===== src/rtl/lineop_pkg.sv =====
package lineop_pkg;

  typedef enum logic [2:0] {
    ST_IDLE,
    ST_TAG,
    ST_CMD,
    ST_WAIT,
    ST_DONE
  } seqState_t;

  // strobes from control to datapath
  typedef struct packed {
    logic load;
    logic issueTag;
    logic issueCmd;
  } seqStrobe_t;

  localparam logic [2:0] OP_ICACHE_INV = 3'd4;

endpackage


===== src/rtl/lineop_dpath.sv =====
module lineop_dpath
  import lineop_pkg::*;
#(
  parameter int ADDR_W       = 32,
  parameter int SIZE_W       = 16,
  parameter int REG_W        = 12,
  parameter int LINE_BYTES   = 32,
  parameter int PAGE_BYTES   = 8192,
  parameter int ALIAS_LSB    = 13,
  parameter int ALIAS_W      = 5,
  parameter logic [REG_W-1:0] REG_DINV  = 12'h04A,
  parameter logic [REG_W-1:0] REG_DFLSH = 12'h04C,
  parameter logic [REG_W-1:0] REG_IINV  = 12'h019,
  parameter logic [REG_W-1:0] REG_DTAG  = 12'h05C,
  parameter logic [REG_W-1:0] REG_ITAG  = 12'h01E
) (
  input  logic              clk,
  input  logic              rstN,
  input  seqStrobe_t        stb,
  input  logic [ADDR_W-1:0] reqPaddr,
  input  logic [ADDR_W-1:0] reqVaddr,
  input  logic [SIZE_W-1:0] reqSize,
  input  logic [2:0]        reqOp,
  input  logic              reqTagMode,
  output logic              newCntZero,
  output logic              lastLine,
  output logic              needWait,
  output logic              tagMode,
  output logic              fullPage,
  output logic [REG_W-1:0]  wrAddr,
  output logic [ADDR_W-1:0] wrData
);

  localparam int LINE_SHIFT = $clog2(LINE_BYTES);
  localparam int CNT_W      = SIZE_W + 2;
  localparam logic [ADDR_W-1:0] LINE_STEP  = ADDR_W'(LINE_BYTES);
  localparam logic [ADDR_W-1:0] ALIGN_MASK = ~ADDR_W'(LINE_BYTES - 1);

  logic [ADDR_W-1:0]  paddrQ, vaddrQ;
  logic [ALIAS_W-1:0] aliasQ;
  logic [CNT_W-1:0]   cntQ;
  logic [2:0]         opQ;
  logic               tagModeQ, fullQ;

  logic               reqFull;
  logic [CNT_W-1:0]   adjSize, newCnt;
  logic [REG_W-1:0]   cmdReg, tagReg;

  // request-side line count
  always_comb begin
    reqFull = (reqSize == SIZE_W'(PAGE_BYTES));
    adjSize = CNT_W'(reqSize) +
              (reqFull ? '0 : CNT_W'(reqPaddr[LINE_SHIFT-1:0]));
    newCnt  = (adjSize + CNT_W'(LINE_BYTES - 1)) >> LINE_SHIFT;
  end

  assign newCntZero = (newCnt == '0);

  always_ff @(posedge clk) begin
    if (!rstN) begin
      paddrQ   <= '0;
      vaddrQ   <= '0;
      aliasQ   <= '0;
      cntQ     <= '0;
      opQ      <= '0;
      tagModeQ <= 1'b0;
      fullQ    <= 1'b0;
    end else if (stb.load) begin
      paddrQ   <= reqFull ? reqPaddr : (reqPaddr & ALIGN_MASK);
      vaddrQ   <= reqFull ? reqVaddr : (reqVaddr & ALIGN_MASK);
      aliasQ   <= reqVaddr[ALIAS_LSB +: ALIAS_W];
      cntQ     <= newCnt;
      opQ      <= reqOp;
      tagModeQ <= reqTagMode;
      fullQ    <= reqFull;
    end else if (stb.issueCmd) begin
      paddrQ <= paddrQ + LINE_STEP;
      vaddrQ <= vaddrQ + LINE_STEP;
      cntQ   <= cntQ - CNT_W'(1);
    end
  end

  // register selection by operation
  always_comb begin
    if (opQ == OP_ICACHE_INV) begin
      cmdReg = REG_IINV;
      tagReg = REG_ITAG;
    end else begin
      cmdReg = opQ[0] ? REG_DINV : REG_DFLSH;
      tagReg = REG_DTAG;
    end
  end

  always_comb begin
    wrAddr = stb.issueTag ? tagReg : cmdReg;
    if (stb.issueTag)  wrData = paddrQ;
    else if (tagModeQ) wrData = vaddrQ;
    else               wrData = paddrQ | ADDR_W'(aliasQ);
  end

  assign lastLine = (cntQ == CNT_W'(1));
  assign needWait = (opQ != OP_ICACHE_INV) && opQ[1];
  assign tagMode  = tagModeQ;
  assign fullPage = fullQ;

  // never issue a command once the count is used up
  a_r4_no_extra_line: assert property (@(posedge clk) disable iff (!rstN)
    stb.issueCmd |-> (cntQ != '0));

  // each command moves the line address by one line
  a_r5_line_step: assert property (@(posedge clk) disable iff (!rstN)
    stb.issueCmd |=> (paddrQ == $past(paddrQ) + LINE_STEP));

endmodule


===== src/rtl/lineop_ctrl.sv =====
module lineop_ctrl
  import lineop_pkg::*;
(
  input  logic       clk,
  input  logic       rstN,
  input  logic       reqValid,
  input  logic       reqTagMode,
  input  logic       newCntZero,
  input  logic       lastLine,
  input  logic       needWait,
  input  logic       tagMode,
  input  logic       fullPage,
  input  logic       flushBusy,
  output logic       reqReady,
  output logic       wrValid,
  output logic       done,
  output seqStrobe_t stb
);

  seqState_t state, nextState;

  always_comb begin
    nextState = state;
    unique case (state)
      ST_IDLE: if (reqValid)
                 nextState = newCntZero ? ST_DONE : (reqTagMode ? ST_TAG : ST_CMD);
      ST_TAG:  nextState = ST_CMD;
      ST_CMD:  if (lastLine)
                 nextState = needWait ? ST_WAIT : ST_DONE;
               else
                 nextState = (tagMode && !fullPage) ? ST_TAG : ST_CMD;
      ST_WAIT: if (!flushBusy) nextState = ST_DONE;
      ST_DONE: nextState = ST_IDLE;
      default: nextState = ST_IDLE;
    endcase
  end

  always_ff @(posedge clk) begin
    if (!rstN) state <= ST_IDLE;
    else       state <= nextState;
  end

  assign reqReady     = (state == ST_IDLE);
  assign done         = (state == ST_DONE);
  assign stb.load     = (state == ST_IDLE) && reqValid;
  assign stb.issueTag = (state == ST_TAG);
  assign stb.issueCmd = (state == ST_CMD);
  assign wrValid      = stb.issueTag || stb.issueCmd;

  // acceptance closes the request port
  a_r2_ready_drop: assert property (@(posedge clk) disable iff (!rstN)
    (reqValid && reqReady) |=> !reqReady);

  // done is a single pulse followed by a ready port
  a_r2_done_pulse: assert property (@(posedge clk) disable iff (!rstN)
    done |=> (!done && reqReady));

  // no completion while the flush engine reports busy
  a_r9_busy_hold: assert property (@(posedge clk) disable iff (!rstN)
    (state == ST_WAIT && flushBusy) |=> !done);

endmodule


===== src/rtl/lineop_sequencer.sv =====
module lineop_sequencer
  import lineop_pkg::*;
#(
  parameter int ADDR_W     = 32,
  parameter int SIZE_W     = 16,
  parameter int REG_W      = 12,
  parameter int LINE_BYTES = 32,
  parameter int PAGE_BYTES = 8192,
  parameter int ALIAS_LSB  = 13,
  parameter int ALIAS_W    = 5,
  parameter logic [REG_W-1:0] REG_DINV  = 12'h04A,
  parameter logic [REG_W-1:0] REG_DFLSH = 12'h04C,
  parameter logic [REG_W-1:0] REG_IINV  = 12'h019,
  parameter logic [REG_W-1:0] REG_DTAG  = 12'h05C,
  parameter logic [REG_W-1:0] REG_ITAG  = 12'h01E
) (
  input  logic              clk,
  input  logic              rstN,
  input  logic              reqValid,
  output logic              reqReady,
  input  logic [ADDR_W-1:0] reqPaddr,
  input  logic [ADDR_W-1:0] reqVaddr,
  input  logic [SIZE_W-1:0] reqSize,
  input  logic [2:0]        reqOp,
  input  logic              reqTagMode,
  input  logic              flushBusy,
  output logic              wrValid,
  output logic [REG_W-1:0]  wrAddr,
  output logic [ADDR_W-1:0] wrData,
  output logic              done
);

  seqStrobe_t stb;
  logic newCntZero, lastLine, needWait, tagMode, fullPage;

  lineop_ctrl u_ctrl (
    .clk        (clk),
    .rstN       (rstN),
    .reqValid   (reqValid),
    .reqTagMode (reqTagMode),
    .newCntZero (newCntZero),
    .lastLine   (lastLine),
    .needWait   (needWait),
    .tagMode    (tagMode),
    .fullPage   (fullPage),
    .flushBusy  (flushBusy),
    .reqReady   (reqReady),
    .wrValid    (wrValid),
    .done       (done),
    .stb        (stb)
  );

  lineop_dpath #(
    .ADDR_W     (ADDR_W),
    .SIZE_W     (SIZE_W),
    .REG_W      (REG_W),
    .LINE_BYTES (LINE_BYTES),
    .PAGE_BYTES (PAGE_BYTES),
    .ALIAS_LSB  (ALIAS_LSB),
    .ALIAS_W    (ALIAS_W),
    .REG_DINV   (REG_DINV),
    .REG_DFLSH  (REG_DFLSH),
    .REG_IINV   (REG_IINV),
    .REG_DTAG   (REG_DTAG),
    .REG_ITAG   (REG_ITAG)
  ) u_dpath (
    .clk        (clk),
    .rstN       (rstN),
    .stb        (stb),
    .reqPaddr   (reqPaddr),
    .reqVaddr   (reqVaddr),
    .reqSize    (reqSize),
    .reqOp      (reqOp),
    .reqTagMode (reqTagMode),
    .newCntZero (newCntZero),
    .lastLine   (lastLine),
    .needWait   (needWait),
    .tagMode    (tagMode),
    .fullPage   (fullPage),
    .wrAddr     (wrAddr),
    .wrData     (wrData)
  );

  // a tag write is always followed by a command write
  a_r7_tag_then_cmd: assert property (@(posedge clk) disable iff (!rstN)
    (wrValid && (wrAddr == REG_DTAG || wrAddr == REG_ITAG)) |=>
    (wrValid && wrAddr != REG_DTAG && wrAddr != REG_ITAG));

endmodule


===== config.mk =====
export PLATFORM = sky130hd
export DESIGN_NAME = lineop_sequencer
export DESIGN_NICKNAME = d
export VERILOG_FILES = /design/src/rtl/lineop_pkg.sv /design/src/rtl/lineop_dpath.sv /design/src/rtl/lineop_ctrl.sv /design/src/rtl/lineop_sequencer.sv
export SDC_FILE = /design/constraint.sdc
export NUM_CORES = 1
export LEC_CHECK = 0
export ABC_AREA = 1
export ABC_CLOCK_PERIOD_IN_PS = 12570
export CAP_MARGIN = 20
export CORE_MARGIN = 8
export CORE_UTILIZATION = 35
export DETAILED_ROUTE_END_ITERATION = 16
export DONT_BUFFER_PORTS = 1
export PLACE_DENSITY = 0.51
export SYNTH_ARGS = -nofsm -noshare
export SYNTH_HDL_FRONTEND = slang
export SYNTH_HIERARCHICAL = 1
export SYNTH_SLANG_ARGS = --single-unit

===== constraint.sdc =====
create_clock -name clk -period 12.57 [get_ports clk]
set_input_delay 2.514 -clock clk [delete_from_list [all_inputs] [get_ports clk]]
set_output_delay 2.514 -clock clk [all_outputs]
set_load 0.02 [all_outputs]

# --- After elaboration in Yosys (flattened, before gate mapping) ---
# Index checks and enable logic that the tools add are counted.
classes:
  addsub: 5
  eq_ne: 10
  mux: 23
  bitwise: 2
  reduce_logical: 10
ops:
  columns: ["operator", "n"]
  rows:
  - ["32-bit 2-to-1 mux", 6]
  - ["32-bit by 6-bit adder with 32-bit output, second input constant", 2]
  - ["32-bit by 5-bit OR with 32-bit output", 1]
  - ["13-bit 2-to-1 mux", 2]
  - ["12-bit 2-to-1 mux", 2]
  - ["16-bit by 18-bit adder with 18-bit output", 1]
  - ["18-bit by 5-bit adder with 18-bit output, second input constant", 1]
  - ["18-bit by 1-bit == test with 1-bit output, second input constant", 1]
  - ["18-bit zero test", 1]
  - ["3-bit 2-to-1 mux", 6]
  - ["18-bit by 1-bit subtractor with 18-bit output, second input constant", 1]
  - ["16-bit by 14-bit == test with 1-bit output, second input constant", 1]
  - ["5-bit 2-to-1 mux", 3]
  - ["3-bit case mux with 4 select lines", 1]
  - ["7-bit 2-to-1 mux", 1]
  - ["3-bit by 2-bit == test with 1-bit output, second input constant", 2]
  - ["3-bit == test, second input constant", 2]
  - ["2-bit 2-to-1 mux", 2]
  - ["2-bit inequality test, second input constant", 2]
  - ["3-bit by 1-bit == test with 1-bit output, second input constant", 1]
  - ["1-bit logical AND", 3]
  - ["3-bit zero test", 1]
  - ["3-bit inequality test, second input constant", 1]
  - ["2-bit AND reduction", 1]
  - ["other kinds (5)", 5]
totals:
  ff_bits: 95
  input_bits: 88
  output_inout_bits: 47
  elab_cells: 59

# --- Longest topological paths before layout ---
depth:
  depth_word: 8
  depth_mapped: 30
  ltp_nobuf: 27

# --- By module ---
# Netlist, hierarchy kept.
by_module_without_submodules:
  columns: ["mod", "instances", "cells_per_inst", "area_per_inst_um2", "seq_area_each_um2"]
  rows:
  - ["lineop_dpath", 1, 1052, 6557.5, 1841.8]
  - ["lineop_ctrl", 1, 46, 259.0, 60.1]

# --- Worst setup path after synthesis ---
# Ideal clock, no wire load.
synth_path:
  path_type: "input to register"
  startpoint: "input reqSize[0]"
  endpoint: "register u_ctrl.state[1]"
  setup_time_ns: 0.119
  arrival_time_ns: 5.731
  t_required_ns: 12.451
  setup_slack_ns: 6.720
  stages: 25
  n_path_buf: 1
  path_cell_list: "or4_1 > nor4_1 > buf_2 > nor2_1 > ha_1 > fa_1 > or2_2 > nor2_1 > nand3_4 > nand2_4 > nor2_8 > nand2_1 > nand2_1 > nand2_1 > nand3_1 > nor2_1 > nand2_1 > nor2_1 > nor2_1 > nand3_1 > nand2_1 > inv_1 > nand2_1 > nand2_1 > a21oi_1"
synth_via:
  elab_chain_cells: 8
synth_rtl:
  columns: ["item", "line", "rtl"]
  rows:
  - ["start, declared", "lineop_sequencer.sv:23", "input logic [SIZE_W-1:0] reqSize,"]
  - ["16-bit by 14-bit == test with 1-bit output", "lineop_dpath.sv:51", "reqFull = (reqSize == SIZE_W'(PAGE_BYTES));"]
  - ["5-bit 2-to-1 mux", "lineop_dpath.sv:53", "(reqFull ? '0 : CNT_W'(reqPaddr[LINE_SHIFT-1:0]));"]
  - ["16-bit by 18-bit adder with 18-bit output (*)", "lineop_dpath.sv:52", "adjSize = CNT_W'(reqSize) +"]
  - ["18-bit by 5-bit adder with 18-bit output (*)", "lineop_dpath.sv:54", "newCnt = (adjSize + CNT_W'(LINE_BYTES - 1)) >> LINE_SHIFT;"]
  - ["18-bit zero test (*)", "lineop_dpath.sv:57", "assign newCntZero = (newCnt == '0);"]
  - ["via newCntZero", "lineop_sequencer.sv:34", "logic newCntZero, lastLine, needWait, tagMode, fullPage;"]
  - ["3-bit 2-to-1 mux (*)", "lineop_ctrl.sv:26", "nextState = newCntZero ? ST_DONE : (reqTagMode ? ST_TAG : ST_CMD);"]
  - ["3-bit 2-to-1 mux (*)", "lineop_ctrl.sv:25", "ST_IDLE: if (reqValid)"]
  - ["3-bit case mux with 4 select lines (*)", "lineop_ctrl.sv:24", "unique case (state)"]
  - ["end signal, assigned", "lineop_ctrl.sv:40", "else state <= nextState;"]
  - ["end, declared", "lineop_ctrl.sv:20", "seqState_t state, nextState;"]
# The timed path passes the listed nets; every way through them passes the cells marked *. The select of a mux whose other input is x is not followed.
# A chain may end at the register's enable or synchronous reset.

# --- Final worst setup path ---
# Same ends and word-level chain as after synthesis.

==> metrics.yaml <==
required_ns: 12.81
holdPathStages: 2
synthXorXnorAreaFrac: 0.0385
grt_use_met2: 0.306
hold_class: "reg2reg"
wl_um: 22000
p_total_mw: 0.909
drive_gt1_frac: 0.0825
synth_cell_types: 53
std_cell_rows: 51
drtIter0Drc: 367
r2r-start: "u_ctrl/state[0]"
p_seq_frac: 0.397
ant_nets: 0
finalHoldViolations: 0
dp_hpwl_um: 16800
top_usage_layer: "met2"
hold_end: "u_dpath/vaddrQ[3]"
grt_pass1_vias: 6666
yosysTopAreaCell: "dfxtp_1"
status: "completed"
cts_max_level: 3
synth_top_family_by_area: "simple AND/OR/NAND/NOR gates"
synth_seq_cells: 95
maxSlewViolCount: 0
wl_per_cell_um: 16.3
yosysMostFrequentCell: "nand2_1"
die_w_um: 156
synthTopCellsByCount: "nand2_1 (326), inv_1 (127), nand3_1 (96)"
drc_errors: 0
insertion_delay_ns: 0.35
power_switching_share: 0.367
viasPerCell: 5.04
synth_warnings: 6
cp-start-kind: "input pin"
ir_worst_vdd_mv: 0.0728
synthArstFlopShare: 0
hold_path.startpoint: "u_dpath/vaddrQ[3]"
yosys.area_share.simple: 0.406
drv_cap: 0
vias: 6777
fin_crit_sh: 0.495
diodes: 0
io_pins: 135
cts-root-buf: "clkbuf_16"
synth_top_cell_area_share: 0.279
die_area_um2: 24200
synth_fa_ha_area_frac: 0.0195
p_clk_frac: 0.328
ys_seq_area_frac: 0.279
use_met1: 0.235
grt_max_degree: 60
p_per_area_nw_per_um2: 124
die_height_um: 156
period_needed_ns: 6.22
place_congestion: 0.874
synthFlopType: "dfxtp_1"
area_growth_pct: 7.82
port_buffers: 0
slew_headroom: 0.285
p_leak_nw: 3.03
reg2reg_depth: 9
synth_area_um2: 6820
synth.area.top_cells: "dfxtp_1 (28%), nand2_1 (18%), nand3_1 (7.0%)"
cts.sinks: 95
core_area_um2: 19300
holdBufCountCts: 0
synthMuxAreaShare: 0.00330
post_cts_buffers: 0
fin_util: 0.381
groute.usage.overall: 0.182
grt_use_met3: 0.0416
crit_path_end_kind: "register"
rsz0062_at_grt: "no"
clock-skew-final_ns: 0.00796
tightest_slew_ns: 1.07
cts-resized-gates: 0
p_sw_mw: 0.333
synth_edf_count: 0
syn_inst: 1098
grt_pass1_wl_um: 35100
syn_avg_cell_area_um2: 6.21
drtPass1Iterations: 5
clk_path_buf_depth: 2
worstPathArrival_ns: 6.46
crit_fanout: 11
antenna_found_initial: 1
synth_compound_area_frac: 0.146
setup_viol: 0
r2r_setup_slack_ns: 9.31
p_int_mw: 0.576
tns_ns: 0
r2r_end: "u_dpath/vaddrQ[15]"
cts_buffers: 9
cts_tree: "built"
nFillCells: 2175
grt_overflow: 0
start_util: 0.354
power_frac_comb: 0.275
max_freq_mhz: 161
clkTransAtPathRegs_ns: 0.07
nNetsFinal: 1172
crit_type: "in2reg"
[routing by layer]
layer	wire [um]	up-vias
li1	-	3529
met1	10400	3118
met2	10300	114
met3	1040	14
met4	171	2
met5	13	-
[layout by cell type (no fill, tap or decap), types with 3 or more instances in the layout]
master,synthesis,final
inv_2,8,8
conb_1,2,7
o22ai_1,13,13
nor4_1,4,3
nor2_1,76,73
nor3_2,3,3
dfxtp_1,95,95
nand4_1,23,23
nor2_2,15,16
ha_1,9,9
buf_4,9,4
a22oi_1,6,6
nand3_2,7,7
clkinvlp_4,0,3
a31oi_1,33,33
o21ai_0,66,66
xor2_1,26,26
inv_1,127,127
a21oi_1,44,44
clkbuf_16,0,9
nand2_2,13,14
nor2_4,6,8
nand2_4,4,4
nand2_1,326,325
xnor2_1,4,4
nor3_1,18,18
nand3_1,96,96
[sequential cells by signal, indices dropped and copies added, names as in the netlist]
register / flops
u_dpath/opQ: 3
u_dpath/aliasQ: 5
u_dpath/fullPage: 1
u_dpath/vaddrQ: 32
u_dpath/cntQ: 18
u_ctrl/state: 3
u_dpath/paddrQ: 32
u_dpath/tagMode: 1
[worst max-delay path, cell delays in order]
cell and delay, ns:
or4_1 0.53, nor4_2 0.68, nor2_1 0.09, ha_1 0.28, fa_1 0.44, or2_2 0.28, nor2_1 0.26, nand3_4 0.14
nand2_4 0.13, nor2_8 0.05, nand2_1 0.09, nand2_1 0.05, nand2_1 0.08, nand3_1 0.09, nor2_1 0.09, nand2_1 0.05
nor2_1 0.20, nor2_1 0.07, nand3_1 0.08, nand2_1 0.05, inv_1 0.05, nand2_1 0.04, nand2_1 0.05, a21oi_1 0.05
[how the worst max path moves through the flow]
| stage | from | end | depth (start not counted) |
|---|---|---|---|
| global route | reqSize[0] | u_ctrl/state[1] | 24 |
| global placement | reqSize[0] | u_ctrl/state[1] | 24 |
| CTS | reqSize[0] | u_ctrl/state[1] | 24 |
| finish | reqSize[0] | u_ctrl/state[1] | 24 |
| detailed placement | reqSize[0] | u_ctrl/state[1] | 24 |
| floorplan | reqSize[0] | u_ctrl/state[1] | 25 |
[layout make-up]
type	count	area (um^2)	share of cell area
multi-input combinational	827	4230	0.576
clock inverter	5	82.6	0.0112
tap	265	332	0.0451
sequential	95	1900	0.259
inverter	136	510	0.0695
clock buffer	11	233	0.0317
timing repair buffer	5	57.6	0.00783
[power by group through the flow]
stage / combinational [mW] / sequential [mW] / clock [mW]
2_1_floorplan: 0.196 / 0.357 / 0
3_3_place_gp: 0.247 / 0.367 / 0
3_5_place_dp: 0.247 / 0.367 / 0
4_1_cts: 0.248 / 0.360 / 0.308
5_1_grt: 0.282 / 0.365 / 0.318
6_report: 0.250 / 0.361 / 0.298
[metrics by stage]
step / instance area (um^2) / setup WS [ns] / hold WS, ns / instances
6_report: 7350 / 6.35 / 0.471 / 1344
5_1_grt: 7350 / 5.97 / 0.481 / 1344
4_1_cts: 7320 / 6.39 / 0.473 / 1343
3_5_place_dp: 7010 / 6.04 / 0.458 / 1327
3_3_place_gp: 7010 / 6.14 / 0.453 / 1327
2_1_floorplan: 6840 / 6.72 / 0.423 / 1103
[kinds of logic (layout without fill, tap and decap cells)]
family	count (synthesis)	after routing
other	2	7
adders and majority gates	10	10
xor gates and xnor gates	30	30
AOI/OAI and AO/OA	175	175
and+or+nand+nor	603	603
buffers and inverters	181	157
muxes	2	2
DFF	95	95
Note: power is estimated with default switching activity, not from simulation.
